**src/rtl/wic_pkg.sv**
```systemverilog
package wic_pkg;
    localparam int NSRC = 3;
    localparam logic [1:0] ADDR_CTRL = 2'd0;
    localparam logic [1:0] ADDR_LOAD = 2'd1;
    localparam logic [1:0] ADDR_FLAG = 2'd2;

    typedef struct packed {
        logic pol_high;
        logic pulse;
        logic al_en;
        logic pf_en;
        logic wd_en;
    } ctrl_t;
endpackage

```
**src/rtl/wic_wdog.sv**
```systemverilog
module wic_wdog #(
    parameter int DIV_TICKS = 1024,
    parameter int LOAD_W    = 6
) (
    input  logic              clk,
    input  logic              rst_n,
    input  logic              tick,
    input  logic              load_en,
    input  logic [LOAD_W-1:0] load_val,
    output logic              expire
);
    localparam int PW = $clog2(DIV_TICKS);

    typedef struct packed {
        logic [PW-1:0]     presc;
        logic [LOAD_W-1:0] cnt;
    } st_t;

    st_t st_d, st_q;

    always_comb begin
        st_d   = st_q;
        expire = 1'b0;
        if (load_en) begin
            st_d.presc = '0;
            st_d.cnt   = load_val;
        end else if (tick && st_q.cnt != '0) begin
            if (st_q.presc == PW'(DIV_TICKS - 1)) begin
                st_d.presc = '0;
                st_d.cnt   = st_q.cnt - 1'b1;
                expire     = (st_q.cnt == LOAD_W'(1));
            end else begin
                st_d.presc = st_q.presc + 1'b1;
            end
        end
    end

    always_ff @(posedge clk or negedge rst_n) begin
        if (!rst_n) st_q <= '0;
        else        st_q <= st_d;
    end

    // a stopped counter stays stopped until reloaded
    a_r3_zero_stays: assert property (@(posedge clk) disable iff (!rst_n)
        (st_q.cnt == '0 && !load_en) |=> st_q.cnt == '0);
    // without a load the count never rises
    a_r2_no_count_up: assert property (@(posedge clk) disable iff (!rst_n)
        !load_en |=> st_q.cnt <= $past(st_q.cnt));
endmodule

```
**src/rtl/wic_flags.sv**
```systemverilog
module wic_flags #(
    parameter int N = 3
) (
    input  logic         clk,
    input  logic         rst_n,
    input  logic [N-1:0] src,
    input  logic         clr,
    output logic [N-1:0] evt,
    output logic [N-1:0] flags_nxt,
    output logic [N-1:0] flags
);
    typedef struct packed {
        logic [N-1:0] prev;
        logic [N-1:0] flg;
    } st_t;

    st_t st_d, st_q;

    always_comb begin
        evt       = src & ~st_q.prev;
        st_d.prev = src;
        st_d.flg  = (clr ? '0 : st_q.flg) | evt;
        flags_nxt = st_d.flg;
    end

    always_ff @(posedge clk or negedge rst_n) begin
        if (!rst_n) st_q <= '0;
        else        st_q <= st_d;
    end

    assign flags = st_q.flg;

    // an event is never lost, even on a clearing read
    a_r11_set_kept: assert property (@(posedge clk) disable iff (!rst_n)
        (evt != '0) |=> ((flags & $past(evt)) == $past(evt)));
    // a read without a new event leaves all flags clear
    a_r10_read_clears: assert property (@(posedge clk) disable iff (!rst_n)
        (clr && evt == '0) |=> flags == '0);
endmodule

```
**src/rtl/wic_irq.sv**
```systemverilog
module wic_irq #(
    parameter int N         = 3,
    parameter int PULSE_CYC = 4
) (
    input  logic         clk,
    input  logic         rst_n,
    input  logic         gate,
    input  logic [N-1:0] en,
    input  logic [N-1:0] evt,
    input  logic [N-1:0] flags_nxt,
    input  logic         clr,
    input  logic         pulse_mode,
    input  logic         pol_high,
    output logic         irq_o
);
    localparam int PCW = $clog2(PULSE_CYC + 1);

    typedef struct packed {
        logic [PCW-1:0] pc;
        logic           act;
    } st_t;

    st_t st_d, st_q;

    always_comb begin
        st_d = st_q;
        if (!gate)                 st_d.pc = '0;
        else if ((evt & en) != '0) st_d.pc = PCW'(PULSE_CYC);
        else if (clr)              st_d.pc = '0;
        else if (st_q.pc != '0)    st_d.pc = st_q.pc - 1'b1;
        if (pulse_mode) st_d.act = (st_d.pc != '0);
        else            st_d.act = gate && ((flags_nxt & en) != '0);
    end

    always_ff @(posedge clk or negedge rst_n) begin
        if (!rst_n) st_q <= '0;
        else        st_q <= st_d;
    end

    assign irq_o = pol_high ? st_q.act : ~st_q.act;

    // nothing drives the pin while gated
    a_r12_gate_blocks: assert property (@(posedge clk) disable iff (!rst_n)
        !gate |=> !st_q.act);
    // a pulse never exceeds its length
    a_r8_pulse_bound: assert property (@(posedge clk) disable iff (!rst_n)
        st_q.pc <= PCW'(PULSE_CYC));
    // in level mode an unread enabled flag holds the pin while gated on
    a_r7_level_hold: assert property (@(posedge clk) disable iff (!rst_n)
        (!pulse_mode && gate && (flags_nxt & en) != '0) |=> st_q.act);
endmodule

```
**src/rtl/wic_top.sv**
```systemverilog
module wic_top #(
    parameter int DIV_TICKS = 1024,
    parameter int LOAD_W    = 6,
    parameter int PULSE_CYC = 4
) (
    input  logic       clk,
    input  logic       rst_n,
    input  logic       tick_32k,
    input  logic       pf_in,
    input  logic       alarm_in,
    input  logic       on_main_power,
    input  logic       recall_done,
    input  logic       reg_wr,
    input  logic       reg_rd,
    input  logic [1:0] reg_addr,
    input  logic [7:0] reg_wdata,
    output logic [7:0] reg_rdata,
    output logic       irq_out
);
    import wic_pkg::*;

    typedef struct packed {
        ctrl_t             ctrl;
        logic [LOAD_W-1:0] load;
    } st_t;

    st_t st_d, st_q;
    logic load_en, clr, wd_exp, gate;
    logic [NSRC-1:0] evt, flags_nxt, flags, en;
    logic wdata_unused;

    assign wdata_unused = ^reg_wdata[7:LOAD_W];

    always_comb begin
        st_d    = st_q;
        load_en = reg_wr && reg_addr == ADDR_LOAD;
        clr     = reg_rd && reg_addr == ADDR_FLAG;
        if (reg_wr && reg_addr == ADDR_CTRL) st_d.ctrl = ctrl_t'(reg_wdata[4:0]);
        if (load_en) st_d.load = reg_wdata[LOAD_W-1:0];
        case (reg_addr)
            ADDR_CTRL: reg_rdata = 8'(st_q.ctrl);
            ADDR_LOAD: reg_rdata = 8'(st_q.load);
            ADDR_FLAG: reg_rdata = 8'(flags);
            default:   reg_rdata = 8'h00;
        endcase
    end

    always_ff @(posedge clk or negedge rst_n) begin
        if (!rst_n) st_q <= '0;
        else        st_q <= st_d;
    end

    assign gate = on_main_power && recall_done;
    assign en   = {st_q.ctrl.al_en, st_q.ctrl.pf_en, st_q.ctrl.wd_en};

    wic_wdog #(.DIV_TICKS(DIV_TICKS), .LOAD_W(LOAD_W)) u_wdog (
        .clk(clk), .rst_n(rst_n), .tick(tick_32k), .load_en(load_en),
        .load_val(reg_wdata[LOAD_W-1:0]), .expire(wd_exp)
    );

    wic_flags #(.N(NSRC)) u_flags (
        .clk(clk), .rst_n(rst_n), .src({alarm_in, pf_in, wd_exp}), .clr(clr),
        .evt(evt), .flags_nxt(flags_nxt), .flags(flags)
    );

    wic_irq #(.N(NSRC), .PULSE_CYC(PULSE_CYC)) u_irq (
        .clk(clk), .rst_n(rst_n), .gate(gate), .en(en), .evt(evt),
        .flags_nxt(flags_nxt), .clr(clr), .pulse_mode(st_q.ctrl.pulse),
        .pol_high(st_q.ctrl.pol_high), .irq_o(irq_out)
    );

    // watchdog expiry always lands in flag bit 0
    a_r2_expire_flags: assert property (@(posedge clk) disable iff (!rst_n)
        wd_exp |=> flags[0]);
endmodule

```
**config.mk**
```make
export PLATFORM = sky130hd
export DESIGN_NAME = wic_top
export DESIGN_NICKNAME = d
export VERILOG_FILES = /design/src/rtl/wic_pkg.sv /design/src/rtl/wic_wdog.sv /design/src/rtl/wic_flags.sv /design/src/rtl/wic_irq.sv /design/src/rtl/wic_top.sv
export SDC_FILE = /design/constraint.sdc
export NUM_CORES = 1
export LEC_CHECK = 0
export BUFFER_PORTS_ARGS = -buffer_cell sky130_fd_sc_hd__buf_2
export CAP_MARGIN = 20
export CELL_PAD_IN_SITES_DETAIL_PLACEMENT = 0
export CELL_PAD_IN_SITES_GLOBAL_PLACEMENT = 1
export CORE_MARGIN = 2
export CORE_UTILIZATION = 30
export CTS_CLUSTER_DIAMETER = 100
export DETAILED_ROUTE_END_ITERATION = 10
export PLACE_DENSITY = 0.65
export SLEW_MARGIN = 20
export SYNTH_ARGS = -nofsm -noshare
export SYNTH_HDL_FRONTEND = slang
export SYNTH_SLANG_ARGS = --single-unit
```
**constraint.sdc**
```tcl
create_clock -name clk -period 2.5 [get_ports clk]
set_clock_uncertainty 0.2 [all_clocks]
set_input_delay 0.375 -clock clk [delete_from_list [all_inputs] [get_ports clk]]
set_output_delay 0.375 -clock clk [all_outputs]
set_load 0.005 [all_outputs]
```
==> impl_metrics.ini, run 1 <==
[yosys]
syn_inst = 204
synth-seq-cells = 37
syn_area_um2 = 2010
post_synth.cell_area_avg_um2 = 9.83
ys_types = 50
synthMuxAreaShare_pct = 5.30
synthAdderAreaFrac_pct = 3.12
yosysSeqAreaShare_pct = 46.2
ys.flop_type = dfrtp_1
yosys_warnings = 0
synth-xor-area-share_pct = 5.68
synth_compound_area_share_pct = 12.1
synth_edf_count = 0
async_flop_share_pct = 100
synth_top_family_by_area = simple AND/OR/NAND/NOR gates
synth_simple_gate_area_share_pct = 24.0

[min_path]
worstHoldPathType = primary input to asynchronous set/reset pin

[cts]
cts_tree = done
post_cts_buffers = 0
clock_path_buffers = 2
cts_made_buffers = 5
cts.root.buffer_cell = clkbuf_8
hold_buffers = 2
cts_max_level = 2
clk_latency_ns = 0.29
cts-resized-gates = 0
clk_pin_slew_ns = 0.08
cts.sinks = 37

[power_and_ir_drop]
pwr-share-seq_pct = 48.4
netSwitchingFraction_pct = 27.9
peakVddDrop_v = 0.000255
cellLeakagePower_nw = 1.05
p_sw_mw = 0.438
p_comb_share_pct = 17.0
p_int_mw = 1.13
power.density_nw_per_um2 = 675
clkPwrFrac_pct = 34.5

[finish]
antennaDiodeCount = 0
nNetsFinal = 255
area_growth_pct = 16.0
drive_above_1_share_pct = 23.3
fin_cells = 309
fill_cells = 664

[global_routing]
grt_max_degree = 38
grt-ovfl-total = 0
grtUsageTotal_pct = 12.4
grt_first_pass_wirelength_um = 7110
grt_pass1_vias = 1471
antenna_found_initial = 0

[setup_path]
worstPathArrival_ns = 2.15
rrSetupSlack_ns = 0.37
r2r_end = u_irq.st_q[3]$_DFF_PN0_
crit-reg2reg-launch = u_wdog.st_q[6]$_DFFE_PN0P_
crit_type = register to register
crit_path_end_kind = register
crit_path_cell_trace = ha_1 > and4_1 > nand4_4 > or4_4 > a31oi_2
crit_required_ns = 2.52
slowest_delay_ns = 0.56
worstRegToRegCells = 5
critPathSlowestCell = or4_4
cp_max_fo = 6
critPathLaunchType = register

[floorplanning]
fp.dieW_um = 85.8
dieHeight_um = 85.8
core_area_um2 = 6420
dieArea_um2 = 7360
rows = 29
initial_core_util_pct = 31.2
io_pins = 28

[detailed_routing]
drtPass1Iterations = 7
wire_per_inst_um = 13.9
drt_drc_violations_left = 2
ant_nets = 0
vias = 1548
drtIter0Drc = 65
vias_per_cell = 5.01
routed_wl_um = 4290

[placement]
io_buffers = 23
hpwl_um = 3150
gp_congestion = 0.807
dp_cells = 299

[timing]
drv_slew = 0
rsz0062_at_grt = false
tns_ns = 0
hold_viol = 26
fmax_mhz = 468
worstMarginPinSlew_ns = 0.844
period_minus_slack_ns = 2.13
finalCritPeriodShare_pct = 85.4
relSlewSlack_pct = 43.7
final-setup-viol-count = 0
whs_ns = -0.0183

[job]
max-cap-violations = 0

[status]
outcome = complete, but fails checks
violations = DRC, hold timing
==> registers in the layout (all words and copies together) (netlist names) <==
name / count
u_flags.st_q: 3
u_irq.st_q: 4
en: 3
u_wdog.st_q: 16
u_flags.flags: 3
st_q: 8
==> kinds of logic (layout without fill, tap and decap cells) <==
logic type	Yosys count	in the layout
AO/OA/AOI/OAI	37	37
XOR/XNOR	13	13
flip-flops	37	37
AND/OR/NAND/NOR	88	88
other	1	2
buffers and inverters	13	40
multiplexers	10	10
adder cells (fa/ha/maj)	5	5
==> per-stage QoR <==
stage	util [%]	instance area [um2]	hold WS, ns	power [mW]	worst slack, ns
detailed placement	34.0	2190	0.254	1.04	0.376
floorplan	-	2010	-0.121	0.946	0.563
finish	36.2	2330	-0.0183	1.57	0.365
CTS	36.2	2330	0.0181	1.60	0.358
global route	36.2	2330	0.0544	1.67	0.294
global placement	34.0	2190	0.255	1.04	0.407
==> worst max-delay path, delay by kind of cell (launching register included) <==
kind	cells	cell delay [ns]
AOI/OAI and AO/OA	1	0.16
adders and majority gates	1	0.22
and+or+nand+nor	3	1.07
DFF	1	0.42
==> cells in the mapped netlist (all sizes together), types with 2 or more instances <==
cell      n  area share, %
dfrtp    37             46
or4       3            1.3
nand4     4            2.0
and2b     3            1.3
nor2     20            3.7
xor2      7            3.1
nor2b     2            1.0
nand2    31            6.2
inv       5           0.94
a21o      2           0.75
mux2i     5            2.5
xnor2     6            2.6
buf       7            2.3
and2      2           0.62
a21oi     8            2.0
nor3b     2           0.75
nand3     5            1.2
and4      2           0.94
a31o      2           0.87
mux2      5            2.8
o21ai    13            3.4
o211ai    3            1.1
a22oi     2           0.75
nor3      3           0.75
ha        5            3.1
nor4      5            1.9
o2111ai   2           0.87
==> cell type report <==
| type | instances | area, um2 | area share (%) |
|---|---|---|---|
| Clock buffer | 6 | 82.6 | 3.55 |
| Timing Repair Buffer | 27 | 150 | 6.46 |
| Multi-Input combinational cell | 155 | 1010 | 43.6 |
| Sequential cell | 37 | 926 | 39.8 |
| Tap cell | 77 | 96.3 | 4.14 |
| Inverter | 5 | 18.8 | 0.807 |
| Clock inverter | 2 | 37.5 | 1.61 |
==> routing by layer <==
layer	global-route usage (%)	routed length (um)
met5	0	0
met4	2.60	30
met3	4.23	202
met2	19.1	1970
met1	17.1	2090
==> cell usage in the layout (no fill, tap or decap), types with 2 or more instances in the layout <==
master          n
buf_2          23
o211ai_1        3
conb_1          2
nand2_1        30
a31o_2          2
a21oi_1         8
nor3b_1         2
clkbuf_8        6
and2_1          2
o21ai_1         2
o2111ai_1       2
dlygate4sd3_1   2
inv_1           5
mux2i_1         5
a22oi_1         2
buf_4           2
ha_1            5
nand3_1         5
mux2_2          5
a21o_1          2
xnor2_1         6
nor3_1          3
nand4_1         3
nor2_1         20
or4_1           2
and2b_2         3
dfrtp_1        37
o21ai_0        10
xor2_1          7
nor4_1          4
==> worst max-delay path by stage <==
stage	from	to	slack, ns	depth (start not counted)
final	u_wdog.st_q[6]$_DFFE_PN0P_	u_irq.st_q[3]$_DFF_PN0_	0.37	5
after global routing	u_wdog.st_q[0]$_DFFE_PN0P_	u_wdog.st_q[12]$_DFFE_PN0P_	0.29	6
after CTS	u_wdog.st_q[6]$_DFFE_PN0P_	u_irq.st_q[3]$_DFF_PN0_	0.36	5
after detailed placement	u_wdog.st_q[6]$_DFFE_PN0P_	u_irq.st_q[3]$_DFF_PN0_	0.38	5
after global placement	u_wdog.st_q[6]$_DFFE_PN0P_	u_irq.st_q[3]$_DFF_PN0_	0.41	5
after floorplan	u_wdog.st_q[6]$_DFFE_PN0P_	u_irq.st_q[3]$_DFF_PN0_	0.56	6
==> power by group through the flow <==
stage          Clock (mW)  Sequential, mW  Combinational (mW)
2_1_floorplan           0           0.750               0.196
3_3_place_gp            0           0.771               0.267
3_5_place_dp            0           0.772               0.269
4_1_cts             0.564           0.761               0.272
5_1_grt             0.589           0.775               0.306
6_report            0.543           0.761               0.267
Note: power is estimated with default switching activity, not from simulation.
==> inputs of run 2 (changes only) <==
==> constraint.sdc (replaced) <==
create_clock -name clk -period 2.45 [get_ports clk]
set_clock_uncertainty 0.2 [all_clocks]
set_input_delay 0.3675 -clock clk [delete_from_list [all_inputs] [get_ports clk]]
set_output_delay 0.3675 -clock clk [all_outputs]
set_load 0.005 [all_outputs]
==> run 2 against run 1 <==
Against the previous run:
- the flow finishes with violations (DRC)
- critical path type unchanged
- die area stayed put
- total power increased by 2.6%
- final area grew 1.1%
- clock-buffer cell count did not move
- wire length is 3.2% higher
==> impl_metrics.ini, run 2 (synthesis gave the netlist of run 1 again) <==
[status]
outcome = complete, but fails checks
violations = DRC

[finish]
regMostFlops = u_wdog.st_q
final_cell_mix = 37 x dfrtp_1, 30 x nand2_1, 23 x buf_2
area_growth_pct = 17.2
top_regs = u_wdog.st_q: 16 flops, st_q: 8 flops, u_irq.st_q: 4 flops
mostFrequentLayoutCell = dfrtp_1
antennaDiodeCount = 0
nNetsFinal = 258
largest_reg_flops = 16
drive_above_1_share_pct = 23.8
post-route-util_pct = 36.6

[cts]
cts.root.buffer_cell = clkbuf_8
cts_max_level = 2
clock_path_buffers = 2
cts_made_buffers = 5
cts-resized-gates = 0
clk_pin_slew_ns = 0.08
clk_latency_ns = 0.28
cts.sinks = 37
cts_tree = done

[setup_path]
crit_path_cell_trace = ha_1 > and4_1 > nand4_4 > or4_4 > a31oi_2
crit_type = register to register
critPathSlowestCell = or4_4
worstPathArrival_ns = 2.13
slowest_delay_ns = 0.56
crit_path_end_kind = register
cp_max_fo = 6
crit_required_ns = 2.46
critPathLaunchType = register

[detailed_routing]
drt_drc_violations_left = 2
wire_per_inst_um = 14.2
drtPass1Iterations = 7
drtIter0Drc = 64
ant_nets = 0
vias_per_cell = 5.02
routed_wl_um = 4430
vias = 1565

[timing]
fmax_mhz = 473
drv_slew = 0
final-setup-viol-count = 0
rsz0062_at_grt = false
period_minus_slack_ns = 2.11
finalCritPeriodShare_pct = 86.3
tns_ns = 0
worstMarginPinSlew_ns = 0.633
whs_ns = 0.0959
relSlewSlack_pct = 57.7
hold_viol = 0

[power_and_ir_drop]
power.density_nw_per_um2 = 685
p_total_mw = 1.61
cellLeakagePower_nw = 1.06
peakVddDrop_v = 0.000209

[global_routing]
grt_first_pass_wirelength_um = 7400
grt-ovfl-total = 0
grtUsageTotal_pct = 12.7
grt_pass1_vias = 1526
antenna_found_initial = 0
grt_max_degree = 20

[floorplanning]
io_pins = 28
core_area_um2 = 6420
rows = 29
fp.dieW_um = 85.8
dieHeight_um = 85.8
dieArea_um2 = 7360
initial_core_util_pct = 31.2

[min_path]
worstHoldPathType = primary input to register

[placement]
hpwl_um = 3320
io_buffers = 23
gp_congestion = 0.756

[job]
max-cap-violations = 0
==> run 2: changes by cell type in the layout (fill, tap and decap cells not counted), sizes merged <==
cell and change:
buf +2, dlygate4sd3 +1
==> run 2: what timing repair did <==
item,4_1_cts,5_1_grt
setup buffers,0,0
endpoints found under the hold margin,39,0
hold buffers,3,0
==> run 2: worst paths after layout <==
check | from | to | slack (ns) | depth (start not counted)
min | reg_wdata[5] | st_q[5]$_DFFE_PN0N_ | 0.1 | 3
max reg2reg | u_wdog.st_q[6]$_DFFE_PN0P_ | u_irq.st_q[3]$_DFF_PN0_ | 0.34 | 5
max | u_wdog.st_q[6]$_DFFE_PN0P_ | u_irq.st_q[3]$_DFF_PN0_ | 0.34 | 5
min reg2reg | st_q[5]$_DFFE_PN0N_ | st_q[5]$_DFFE_PN0N_ | 0.28 | 2
min in group asynchronous | rst_n | u_flags.flags[2]$_DFF_PN0_ | 0.20 | 2
max in group asynchronous | rst_n | u_wdog.st_q[5]$_DFFE_PN0P_ | 1.39 | 3
==> run 2: through the flow <==
step	area (um2)	std cells	setup slack [ns]
final	2350	312	0.335
after CTS	2350	312	0.329
after global routing	2350	312	0.210
after detailed placement	2200	301	0.343
after global placement	2200	301	0.366
after floorplan	2010	205	0.513
==> run 2: worst max-delay path: cells and delay by family (launching register included) <==
family / cells / cell delay, ns
AOI/OAI and AO/OA: 1 / 0.17
adders and majority gates: 1 / 0.20
DFF: 1 / 0.41
and+or+nand+nor: 3 / 1.06
==> run 2: where the power goes <==
| group | internal (mW) | switching, mW | leakage [nW] |
|---|---|---|---|
| Sequential | 0.693 | 0.0844 | 0.468 |
| Combinational | 0.136 | 0.144 | 0.534 |
| Clock | 0.331 | 0.223 | 0.0574 |
==> run 2: area by class of cell <==
type	instances	area, um2
repair buffers	30	175
multi-input cells	155	1010
well taps	77	96.3
fillers	667	4070
inverters	5	18.8
flip-flops and latches	37	926
clock buffers	6	82.6
clock inverters	2	37.5
==> run 2: metal layers <==
layer | vias up | share of wire (%) | GRT usage (%)
met5 | - | 0 | 0
met4 | 0 | 0.32 | 2.60
met3 | 2 | 3.9 | 3.18
met2 | 28 | 46 | 20.6
met1 | 758 | 50 | 17.4
li1 | 777 | - | -
